$ cat src/rtl/rxr_pkg.sv
package rxr_pkg;
    typedef enum logic [2:0] {
        ST_IDLE  = 3'd0,
        ST_REQ   = 3'd1,
        ST_FETCH = 3'd2,
        ST_FILL  = 3'd3,
        ST_WB_A  = 3'd4,
        ST_WB_S  = 3'd5,
        ST_DROP  = 3'd6
    } wr_state_e;

    localparam int AW_USED_BIT = 0;
    localparam int AW_WRAP_BIT = 1;
    localparam int ST_SOF_BIT  = 14;
    localparam int ST_EOF_BIT  = 15;
    localparam int ST_TYPE_BIT = 22;
    localparam int ST_HIT_LSB  = 23;
    localparam int ST_BC_BIT   = 31;
endpackage

$ cat src/rtl/rxr_ring_ptr.sv
module rxr_ring_ptr #(
    parameter int AW   = 32,
    parameter int IDXW = 10
) (
    input  logic [AW-1:0]   ring_base,
    input  logic [IDXW-1:0] idx,
    input  logic            wrap,
    output logic [AW-1:0]   desc_addr,
    output logic [IDXW-1:0] idx_next
);
    // eight bytes per descriptor
    assign desc_addr = ring_base + (AW'(idx) << 3);
    assign idx_next  = wrap ? '0 : idx + 1'b1;
endmodule

$ cat src/rtl/rxr_status_fmt.sv
module rxr_status_fmt #(
    parameter int LENW = 12
) (
    input  logic [LENW-1:0] len,
    input  logic            sof,
    input  logic            eof,
    input  logic            bcast,
    input  logic [3:0]      addr_hit,
    input  logic            type_hit,
    output logic [31:0]     word
);
    import rxr_pkg::*;
    always_comb begin
        word = '0;
        word[ST_SOF_BIT] = sof;
        word[ST_EOF_BIT] = eof;
        if (eof) begin
            word[LENW-1:0]                 = len;
            word[ST_BC_BIT]                = bcast;
            word[ST_HIT_LSB+3:ST_HIT_LSB]  = addr_hit;
            word[ST_TYPE_BIT]              = type_hit;
        end
    end
endmodule

$ cat src/rtl/rx_ring_writer.sv
module rx_ring_writer #(
    parameter int AW        = 32,
    parameter int IDXW      = 10,
    parameter int BUF_BYTES = 128,
    parameter int LENW      = 12
) (
    input  logic          clk,
    input  logic          rst_n,
    input  logic          rx_en,
    input  logic [AW-1:0] ring_base,
    input  logic          in_valid,
    input  logic [7:0]    in_data,
    input  logic          in_last,
    input  logic          in_bcast,
    input  logic [3:0]    in_addr_hit,
    input  logic          in_type_hit,
    output logic          in_ready,
    output logic          dsc_rd_en,
    output logic          dsc_wr_en,
    output logic [AW-1:0] dsc_addr,
    output logic [31:0]   dsc_wdata,
    input  logic [31:0]   dsc_rdata,
    output logic          buf_wr_en,
    output logic [AW-1:0] buf_addr,
    output logic [7:0]    buf_wdata,
    output logic          overrun
);
    import rxr_pkg::*;

    localparam int OFFW = $clog2(BUF_BYTES);
    localparam logic [OFFW-1:0] OFF_LAST = OFFW'(BUF_BYTES - 1);

    typedef struct packed {
        wr_state_e       st;
        logic [IDXW-1:0] idx;
        logic [31:0]     aword;
        logic [OFFW-1:0] off;
        logic [LENW-1:0] len;
        logic            sof;
        logic            eof;
        logic            bcast;
        logic [3:0]      hit;
        logic            typ;
    } wr_regs_t;

    wr_regs_t r_d, r_q;

    logic [AW-1:0]   desc_base;
    logic [IDXW-1:0] idx_next;
    logic [31:0]     status_word;

    rxr_ring_ptr #(.AW(AW), .IDXW(IDXW)) u_ptr (
        .ring_base (ring_base),
        .idx       (r_q.idx),
        .wrap      (r_q.aword[AW_WRAP_BIT]),
        .desc_addr (desc_base),
        .idx_next  (idx_next)
    );

    rxr_status_fmt #(.LENW(LENW)) u_fmt (
        .len      (r_q.len),
        .sof      (r_q.sof),
        .eof      (r_q.eof),
        .bcast    (r_q.bcast),
        .addr_hit (r_q.hit),
        .type_hit (r_q.typ),
        .word     (status_word)
    );

    always_comb begin
        r_d       = r_q;
        in_ready  = 1'b0;
        dsc_rd_en = 1'b0;
        dsc_wr_en = 1'b0;
        dsc_addr  = desc_base;
        dsc_wdata = '0;
        buf_wr_en = 1'b0;
        buf_addr  = AW'({r_q.aword[31:2], 2'b00}) + AW'(r_q.off);
        buf_wdata = in_data;
        overrun   = 1'b0;
        if (!rx_en) begin
            r_d = '0;
        end else begin
            unique case (r_q.st)
                ST_IDLE: if (in_valid) begin
                    dsc_rd_en = 1'b1;
                    r_d.st    = ST_FETCH;
                    r_d.sof   = 1'b1;
                    r_d.len   = '0;
                end
                ST_REQ: begin
                    dsc_rd_en = 1'b1;
                    r_d.st    = ST_FETCH;
                end
                ST_FETCH: begin
                    if (dsc_rdata[AW_USED_BIT]) begin
                        overrun = 1'b1;
                        r_d.st  = ST_DROP;
                    end else begin
                        r_d.aword = dsc_rdata;
                        r_d.off   = '0;
                        r_d.eof   = 1'b0;
                        r_d.st    = ST_FILL;
                    end
                end
                ST_FILL: begin
                    in_ready = 1'b1;
                    if (in_valid) begin
                        buf_wr_en = 1'b1;
                        r_d.len   = r_q.len + 1'b1;
                        if (in_last) begin
                            r_d.eof   = 1'b1;
                            r_d.bcast = in_bcast;
                            r_d.hit   = in_addr_hit;
                            r_d.typ   = in_type_hit;
                            r_d.st    = ST_WB_A;
                        end else if (r_q.off == OFF_LAST) begin
                            r_d.st = ST_WB_A;
                        end else begin
                            r_d.off = r_q.off + 1'b1;
                        end
                    end
                end
                ST_WB_A: begin
                    dsc_wr_en = 1'b1;
                    dsc_wdata = r_q.aword | 32'h1;
                    r_d.st    = ST_WB_S;
                end
                ST_WB_S: begin
                    dsc_wr_en = 1'b1;
                    dsc_addr  = desc_base + AW'(4);
                    dsc_wdata = status_word;
                    r_d.sof   = 1'b0;
                    r_d.idx   = idx_next;
                    r_d.st    = r_q.eof ? ST_IDLE : ST_REQ;
                end
                ST_DROP: begin
                    in_ready = 1'b1;
                    if (in_valid && in_last) r_d.st = ST_IDLE;
                end
                default: r_d.st = ST_IDLE;
            endcase
        end
    end

    always_ff @(posedge clk) begin
        if (!rst_n) r_q <= '0;
        else        r_q <= r_d;
    end


    disabled_quiet_chk: assert property (@(posedge clk) disable iff (!rst_n)
        !rx_en |-> !in_ready && !dsc_rd_en && !dsc_wr_en && !buf_wr_en);


    used_set_on_wb_chk: assert property (@(posedge clk) disable iff (!rst_n)
        dsc_wr_en && !dsc_addr[2] |-> dsc_wdata[AW_USED_BIT]);


    status_follows_chk: assert property (@(posedge clk) disable iff (!rst_n)
        dsc_wr_en && !dsc_addr[2] |=> dsc_wr_en && dsc_addr[2]);


    read_single_chk: assert property (@(posedge clk) disable iff (!rst_n)
        dsc_rd_en |=> !dsc_rd_en && !dsc_wr_en);


    overrun_pulse_chk: assert property (@(posedge clk) disable iff (!rst_n)
        overrun |=> !overrun && !dsc_wr_en);


    port_exclusive_chk: assert property (@(posedge clk) disable iff (!rst_n)
        dsc_wr_en |-> !buf_wr_en && !in_ready);
endmodule

$ cat config.mk
export PLATFORM = sky130hd
export DESIGN_NAME = rx_ring_writer
export DESIGN_NICKNAME = d
export VERILOG_FILES = /design/src/rtl/rxr_pkg.sv /design/src/rtl/rxr_ring_ptr.sv /design/src/rtl/rxr_status_fmt.sv /design/src/rtl/rx_ring_writer.sv
export SDC_FILE = /design/constraint.sdc
export NUM_CORES = 1
export LEC_CHECK = 0
export BUFFER_PORTS_ARGS = -buffer_cell sky130_fd_sc_hd__buf_2
export CAP_MARGIN = 10
export CORE_MARGIN = 1.5
export CORE_UTILIZATION = 55
export CTS_CLUSTER_SIZE = 40
export DETAILED_ROUTE_END_ITERATION = 8
export HOLD_SLACK_MARGIN = 0.05
export PLACE_DENSITY = 0.88
export SETUP_SLACK_MARGIN = 0.1
export SLEW_MARGIN = 20
export SYNTH_ARGS = -nofsm -noshare
export SYNTH_HDL_FRONTEND = slang
export SYNTH_HIERARCHICAL = 1
export SYNTH_SLANG_ARGS = --single-unit
export TNS_END_PERCENT = 20
$ cat constraint.sdc
create_clock -name clk -period 8.6 [get_ports clk]
set_clock_uncertainty 0.15 [all_clocks]
set_input_delay 1.72 -clock clk [delete_from_list [all_inputs] [get_ports clk]]
set_output_delay 1.72 -clock clk [all_outputs]
set_load 0.1 [all_outputs]
* Word-level counts from Yosys, hierarchy flattened *
Cells that the tools add are included.

storage, ports and cells
  register bits = 71
  output and inout bits = 109

operators by class
  reductions and logical operators = 15
  mux-type cells = 40
  add/subtract/negate cells = 6
  equality and inequality tests = 15
  bitwise operators = 1

operator list
  operator                 count
  $mux W32                 3
  $pmux W32 S2             1
  $mux W7                  5
  $add A32 B13 Y32         1
  $add A32 B3 Y32 const B  1
  $add A32 B7 Y32          1
  $pmux W12 S2             1
  $pmux W3 S7              1
  $mux W19                 1
  $mux W3                  6
  $mux W1                  14
  $ne A2 B2 Y1 const B     7
  $pmux W7 S2              1
  $mux W13                 1
  $add A12 B1 Y12 const B  1
  $mux W12                 1
  $add A10 B1 Y10 const B  1
  $mux W10                 1
  $eq A3 B3 Y1 const B     3
  $reduce_and A4 Y1        2
  $add A7 B1 Y7 const B    1
  $eq A7 B7 Y1 const B     1
  $eq A3 B2 Y1 const B     2
  $pmux W1 S2              3
  other kinds (11)         17

* Longest topological paths before layout *
Gate-level depths: netlist of run 1.

  depth after elaboration = 5
  mapped depth = 12
  depth with buffers taken out = 12

* By module *
The synthesis of run 1 kept the hierarchy.

modules (own cells, without submodules)
  module          sequential area each (µm²)  instances  cells each  area each (µm²)
  rx_ring_writer  1421.4                      1          640         4820.9
  rxr_ring_ptr    0.0                         1          159         1172.4
  rxr_status_fmt  0.0                         1          34          250.2

* Least setup slack after synthesis of run 1 *
No wires, ideal clock.

  path kind = input to output
  start = in ring_base[3]
  end = out dsc_addr[31]
  cell stages on the path = 12
  path slack = 1027 ps
  buffers on the path = 0
  data required time = 6730 ps
  data arrival time = 5703 ps
  path through = ha_1 fa_1 a21o_1 a221oi_2 a22oi_2 nand4_1 xnor2_1 and4_1 nand3_1 nor4_1 nand4_1 xnor2_1

on the way
  word-level cells in the longest chain between the ends = 4

RTL lines
  element            line                   source
  start, declared    rx_ring_writer.sv:10   input logic [AW-1:0] ring_base,
  $add A32 B13 Y32   rxr_ring_ptr.sv:12     assign desc_addr = ring_base + (AW'(idx) << 3);
  via desc_base[27]  rx_ring_writer.sv:48   logic [AW-1:0] desc_base;
  $add A32 B3 Y32    rx_ring_writer.sv:131  dsc_addr = desc_base + AW'(4);
  $mux W32           rx_ring_writer.sv:84   unique case (r_q.st)
  $mux W32           rx_ring_writer.sv:81   if (!rx_en) begin
  end, declared      rx_ring_writer.sv:20   output logic [AW-1:0] dsc_addr,

The timed path passes the listed nets, and every way through them passes these cells.

* Final worst setup path of run 1 *
  start = in ring_base[3]
  end = out dsc_addr[30]

The elaborated chain is that of the path after synthesis.

==> qor.txt, run 1 <==
CTS Buf Count: 9
synth warn: 6
sequential element share of the synthesized area: 22.8%
unrepaired setup endpoints after global routing: false
# clock sinks: 71
Top reg by flops: r_q
Synth Cell Area: 6240 sq um
global route overflow: 0
IO Port Bufs: 171
Max clock buf depth: 2
initial antenna violation count: 0
die area: 12000 sq um
max-cap violation count: 0
GRT Total Usage: 28.5%
worst setup margin: 1.38 ns
Top Registers: r_q (71)
DP HPWL: 12.6 mm
first-pass GRT wire length: 27.4 mm
VDD IR max: 102 uV
Initial Util: 57.1%
layout cell share with drive strength beyond 1: 24.7%
n_diodes: 0
DR top layer: met4
post-route minimum period: 7.22 ns
Chip Width: 110 microns
nets: 1069
total core area: 10900 sq um
Die Span Y: 110 microns
commonest cells after routing, fill and taps aside: buf_2 (171), nand2_1 (137), nor2_1 (86)
Hold Violations, Final: 0
FMAX: 0.138 GHz
Tightest Pin Transition: 0.824 ns
vias in the first global route: 5765
GP Congestion: 0.899
# IOs: 192
Leakage: 3.18 nW
predominant post-synthesis flop cell: dfxtp_1
Resize count post-CTS: 0
Synth async-reset ratio: 0%
# hold bufs at CTS: 0
Post-CTS Setup Repair Bufs: 0
DR iter-0 viols: 675
drt total wl: 17.3 mm
Skew-Pair Late Insertion Delay: 0.33 ns
mean area per synthesized cell: 7.50 sq um
crit-path max FO: 9
Power Density: 128 nW/um^2
Max-Slew Margin vs Limit: 44.9%
Yosys cell types: 69
H-tree depth: 3
CP arrival: 5.35 ns
Setup WS pre-CTS: 1.52 ns
fillcell total: 914
Setup violations, final: 0
per-cell routed wire length: 15.6 microns
Vias: 6363
Mapped Cells: 833
Post-synth EDFFs: 0
max reg flops: 71
endpoint class of the critical path: output pin
clk slew on worst S/H paths: 0.06 ns
pin count of the biggest net entering global routing: 61
CP Launch Type: primary input
Post-DP Area: 6960 sq um
CTS tree: built
DR WL met2: 8.42 mm
Met3 Routed Length: 1.25 mm
Pwr Total: 0.938 mW
Setup CP Type: in -> out
TritonRoute pass-1 iters: 6
ANT nets after route: 0
commonest non-fill, non-tap cell in the layout: buf_2
status: complete, no violations
Final Max Slew Viols: 0
FF+latch count, synth: 71
CP required: 6.73 ns
Setup TNS: 0 ns
Vias/cell: 5.73
Final Cell Area: 7320 sq um
Hold Crit Class: reg -> reg
CTS root buffer: clkbuf_16
crit share post-route: 84.0%
Rows: 38
synthesis-to-layout area growth: 17.2%
Post-Route M1 WL: 7.32 mm
DRC viols: 0
metal layers:
layer | vias to the layer above | global-route usage (%)
li1 | 3091 | -
met2 | 292 | 48.8
met5 | - | 0
met1 | 2947 | 36.1
met3 | 33 | 4.92
met4 | 0 | 9.83
critical path: stages:
cell and delay, ns:
buf_2 0.10, ha_1 0.23, fa_1 0.41, a21o_1 0.22, a221oi_2 0.47, a22oi_2 0.23
nand4_1 0.17, xnor2_1 0.21, and3_1 0.22, and3_1 0.17, nand4_1 0.21, nor2_1 0.18
xor2_1 0.30, buf_2 0.49
path summary, 6_finish.rpt:
kind | depth (start not counted) | slack, ns | to | startpoint
worst max-delay path | 14 | 1.38 | dsc_addr[30] | ring_base[3]
worst min-delay path | 2 | 0.31 | r_q[1] | r_q[1]
worst max register to register | 6 | 6.27 | r_q[18] | r_q[69]
worst min register to register | 2 | 0.31 | r_q[1] | r_q[1]
cell type report:
cell class                 instances  area (sq um)  area share [%]
tap                              140           175            2.39
timing repair buffer             175           886            12.1
multi-input combinational        689          4410            60.2
clock inverter                     6           115            1.57
inverter                          19          71.3           0.975
clock buffer                      10           239            3.27
sequential                        71          1420            19.4
power by group:
group	total [mW]	internal, mW	switching (mW)
logic	0.163	0.0397	0.124
clock network	0.439	0.293	0.147
registers	0.335	0.331	0.00425
Yosys cell counts, types with 14 or more instances:
cell type / instances / area (sq um)
a21oi_1: 67 / 335
and2_2: 14 / 105
and3_1: 17 / 106
buf_4: 30 / 225
clkbuf_1: 22 / 82.6
dfxtp_1: 71 / 1420
ha_1: 19 / 238
inv_1: 19 / 71.3
mux2i_1: 32 / 320
nand2_1: 138 / 518
nand3_1: 43 / 215
nand4_1: 22 / 138
nor2_1: 86 / 323
nor3_1: 16 / 80.1
xnor2_1: 51 / 447
xor2_1: 46 / 403
cells by family (layout without fill, tap and decap cells):
| kind of cell | count (synthesis) | count (layout) | synth area share (%) |
|---|---|---|---|
| adders and majority gates | 21 | 21 | 4.45 |
| other | 1 | 12 | 0.0601 |
| and+or+nand+nor | 411 | 411 | 35.1 |
| AOI/OAI and AO/OA | 116 | 116 | 11.4 |
| DFF | 71 | 71 | 22.8 |
| muxes | 32 | 32 | 5.13 |
| xor gates and xnor gates | 97 | 97 | 13.6 |
| buffers and inverters | 84 | 210 | 7.41 |
metrics by stage:
step	utilization, %	hold WS (ns)	instances
global placement	63.6	0.289	1094
floorplan	-	0.282	844
finish	66.9	0.306	1110
global route	66.9	0.330	1110
CTS	66.9	0.307	1110
detailed placement	63.6	0.299	1094
Note: power is estimated with default switching activity, not from simulation.
==> inputs of run 2 (changes only) <==
CORE_UTILIZATION = 48   (was 55)
PLACE_DENSITY = 0.81   (was 0.88)
clock period = 6.2 ns   (was 8.6 ns; I/O delays follow)
==> qor.txt, run 2 (synthesized netlist as in run 1, its figures left out) <==
status: complete, no violations
commonest cells after routing, fill and taps aside: buf_2 (163), nand2_1 (137), nor2_1 (86)
FF-to-FF Start: r_q[69]
R2R setup slack: 3.60 ns (-2.67 ns)
commonest non-fill, non-tap cell in the layout: buf_2
Rows: 41 (+7.9%)
ANT nets after route: 0 (unchanged)
layout cell share with drive strength beyond 1: 25.2% (+0.49 points)
drt total wl: 17.1 mm (-1.1%)
FMAX: 0.169 GHz
DR iter-0 viols: 418 (-38%)
# clock sinks: 71 (unchanged)
Tightest Pin Transition: 0.810 ns (-0.0145 ns)
Die Span Y: 117 microns (+6.9%)
Fin Hold WS: 0.299 ns (-0.00717 ns)
synthesis-to-layout area growth: 19.4%
Post-CTS Setup Repair Bufs: 0 (unchanged)
Hold Crit Class: reg -> reg
Resize count post-CTS: 0 (unchanged)
Final Max Slew Viols: 0 (unchanged)
endpoint class of the critical path: output pin
Chip Width: 117 microns (+6.9%)
CP Launch Type: primary input
total core area: 12700 sq um (+16%)
max reg flops: 71 (unchanged)
global route overflow: 0 (unchanged)
Skew-Pair Late Insertion Delay: 0.34 ns (about the same)
crit-path max FO: 9 (unchanged)
FF-to-FF path depth: 6 (unchanged)
Setup violations, final: 0 (unchanged)
Setup CP Type: in -> out
Vias: 6274 (-1.4%)
Hold Violations, Final: 0 (unchanged)
final core utilization: 58.8% (-8.1 points)
GRT Max-Usage Layer: met2
VDD IR max: 139 uV (+36%)
GRT Total Usage: 24.9% (-3.6 points)
Hold Startpoint: r_q[0]
Top Registers: r_q (71)
Max clock buf depth: 2 (unchanged)
unrepaired setup endpoints after global routing: true
# hold bufs at CTS: 0 (unchanged)
clk slew on worst S/H paths: 0.06 ns (about the same)
first-pass GRT wire length: 27.0 mm (-1.6%)
nets: 1070 (+0.094%)
IO Port Bufs: 171 (unchanged)
Vias/cell: 5.49 (-4.2%)
met2 Usage GRT: 42.1% (-6.7 points)
n_diodes: 0 (unchanged)
Setup TNS: 0 ns (unchanged)
met1 Use GR: 31.7% (-4.5 points)
hold endpoint: r_q[0]
GP Congestion: 0.887 (-1.3%)
R2R Path End: r_q[23]
initial antenna violation count: 0 (unchanged)
Top reg by flops: r_q
Max-Slew Margin vs Limit: 45.8% (+0.97 points)
CP arrival: 4.53 ns (-0.82 ns)
vias in the first global route: 5662 (-1.8%)
CTS tree: built
crit share post-route: 95.5%
CP required: 4.81 ns (-1.92 ns)
per-cell routed wire length: 15.0 microns (-3.9%)
CTS root buffer: clkbuf_16
die area: 13700 sq um (+14%)
DRC viols: 0 (unchanged)
Leakage: 3.23 nW (+1.6%)
Power Density: 169 nW/um^2 (+32%)
TritonRoute pass-1 iters: 5 (-1)
pin count of the biggest net entering global routing: 61 (unchanged)
CTS Buf Count: 9 (unchanged)
post-route minimum period: 5.92 ns
# IOs: 192 (unchanged)
max-cap violation count: 0 (unchanged)
worst hold path depth: 2 (unchanged)
met3 usage: 3.55% (-1.4 points)
Initial Util: 49.3% (-7.8 points)
H-tree depth: 3 (unchanged)
DP HPWL: 12.8 mm (+1.9%)
==> run 2: cell count changes in the layout (fill, tap and decap cells not counted), moves of 2 or more <==
cell	before	now
clkinv_2	0	2
xnor2_1	51	47
buf_2	171	163
clkbuf_4	0	2
buf_4	4	6
xnor2_2	0	4
buf_12	0	5
==> run 2: metal layers <==
metal  part of all wire [%]  vias to the layer above
li1                       -                     3093
met1                     44                     2885
met2                     47                      262
met3                    6.4                       34
met4                    2.6                        0
met5                      0                        -
==> run 2: stage by stage <==
| step | power, mW | worst slack [ns] | instances | instance area (sq um) |
|---|---|---|---|---|
| finish | 1.26 | 0.277 | 1143 | 7460 |
| global route | 1.30 | 0.0296 | 1143 | 7460 |
| CTS | 1.26 | 0.198 | 1143 | 7430 |
| detailed placement | 0.708 | 0.207 | 1127 | 7110 |
| global placement | 0.706 | 0.304 | 1127 | 7110 |
| floorplan | 0.682 | -0.322 | 844 | 6310 |
==> run 2: critical path, cell delays in order <==
cell and delay, ns:
buf_2 0.10, ha_1 0.22, fa_1 0.42, a21o_1 0.24, a221oi_4 0.37, a22oi_2 0.22, nand2_1 0.12, xnor2_1 0.20
nand4_1 0.21, nor3_2 0.32, nand2_1 0.16, nor2_1 0.14, xor2_1 0.14, buf_2 0.44
==> run 2: layout make-up <==
type / instances / area [sq um]
repair buffers: 176 / 976
multi-input cells: 689 / 4450
well taps: 172 / 215
fillers: 1178 / 5220
clock buffers: 9 / 225
flip-flops and latches: 71 / 1420
inverters: 19 / 71.3
clock inverters: 7 / 96.3
==> run 2: worst max-delay path by stage <==
stage,slack [ns],cells past startpoint,startpoint,endpoint
floorplan,-0.32,11,ring_base[3],dsc_addr[23]
global placement,0.30,14,ring_base[3],dsc_addr[29]
finish,0.28,14,ring_base[3],dsc_addr[21]
global route,0.03,13,ring_base[7],dsc_addr[26]
detailed placement,0.21,14,ring_base[3],dsc_addr[29]
CTS,0.20,14,ring_base[3],dsc_addr[29]
==> run 2: power by group <==
part	internal (mW)	total [mW]	switching, mW
clock	0.353	0.561	0.208
combinational	0.0619	0.234	0.173
sequential	0.459	0.466	0.00663
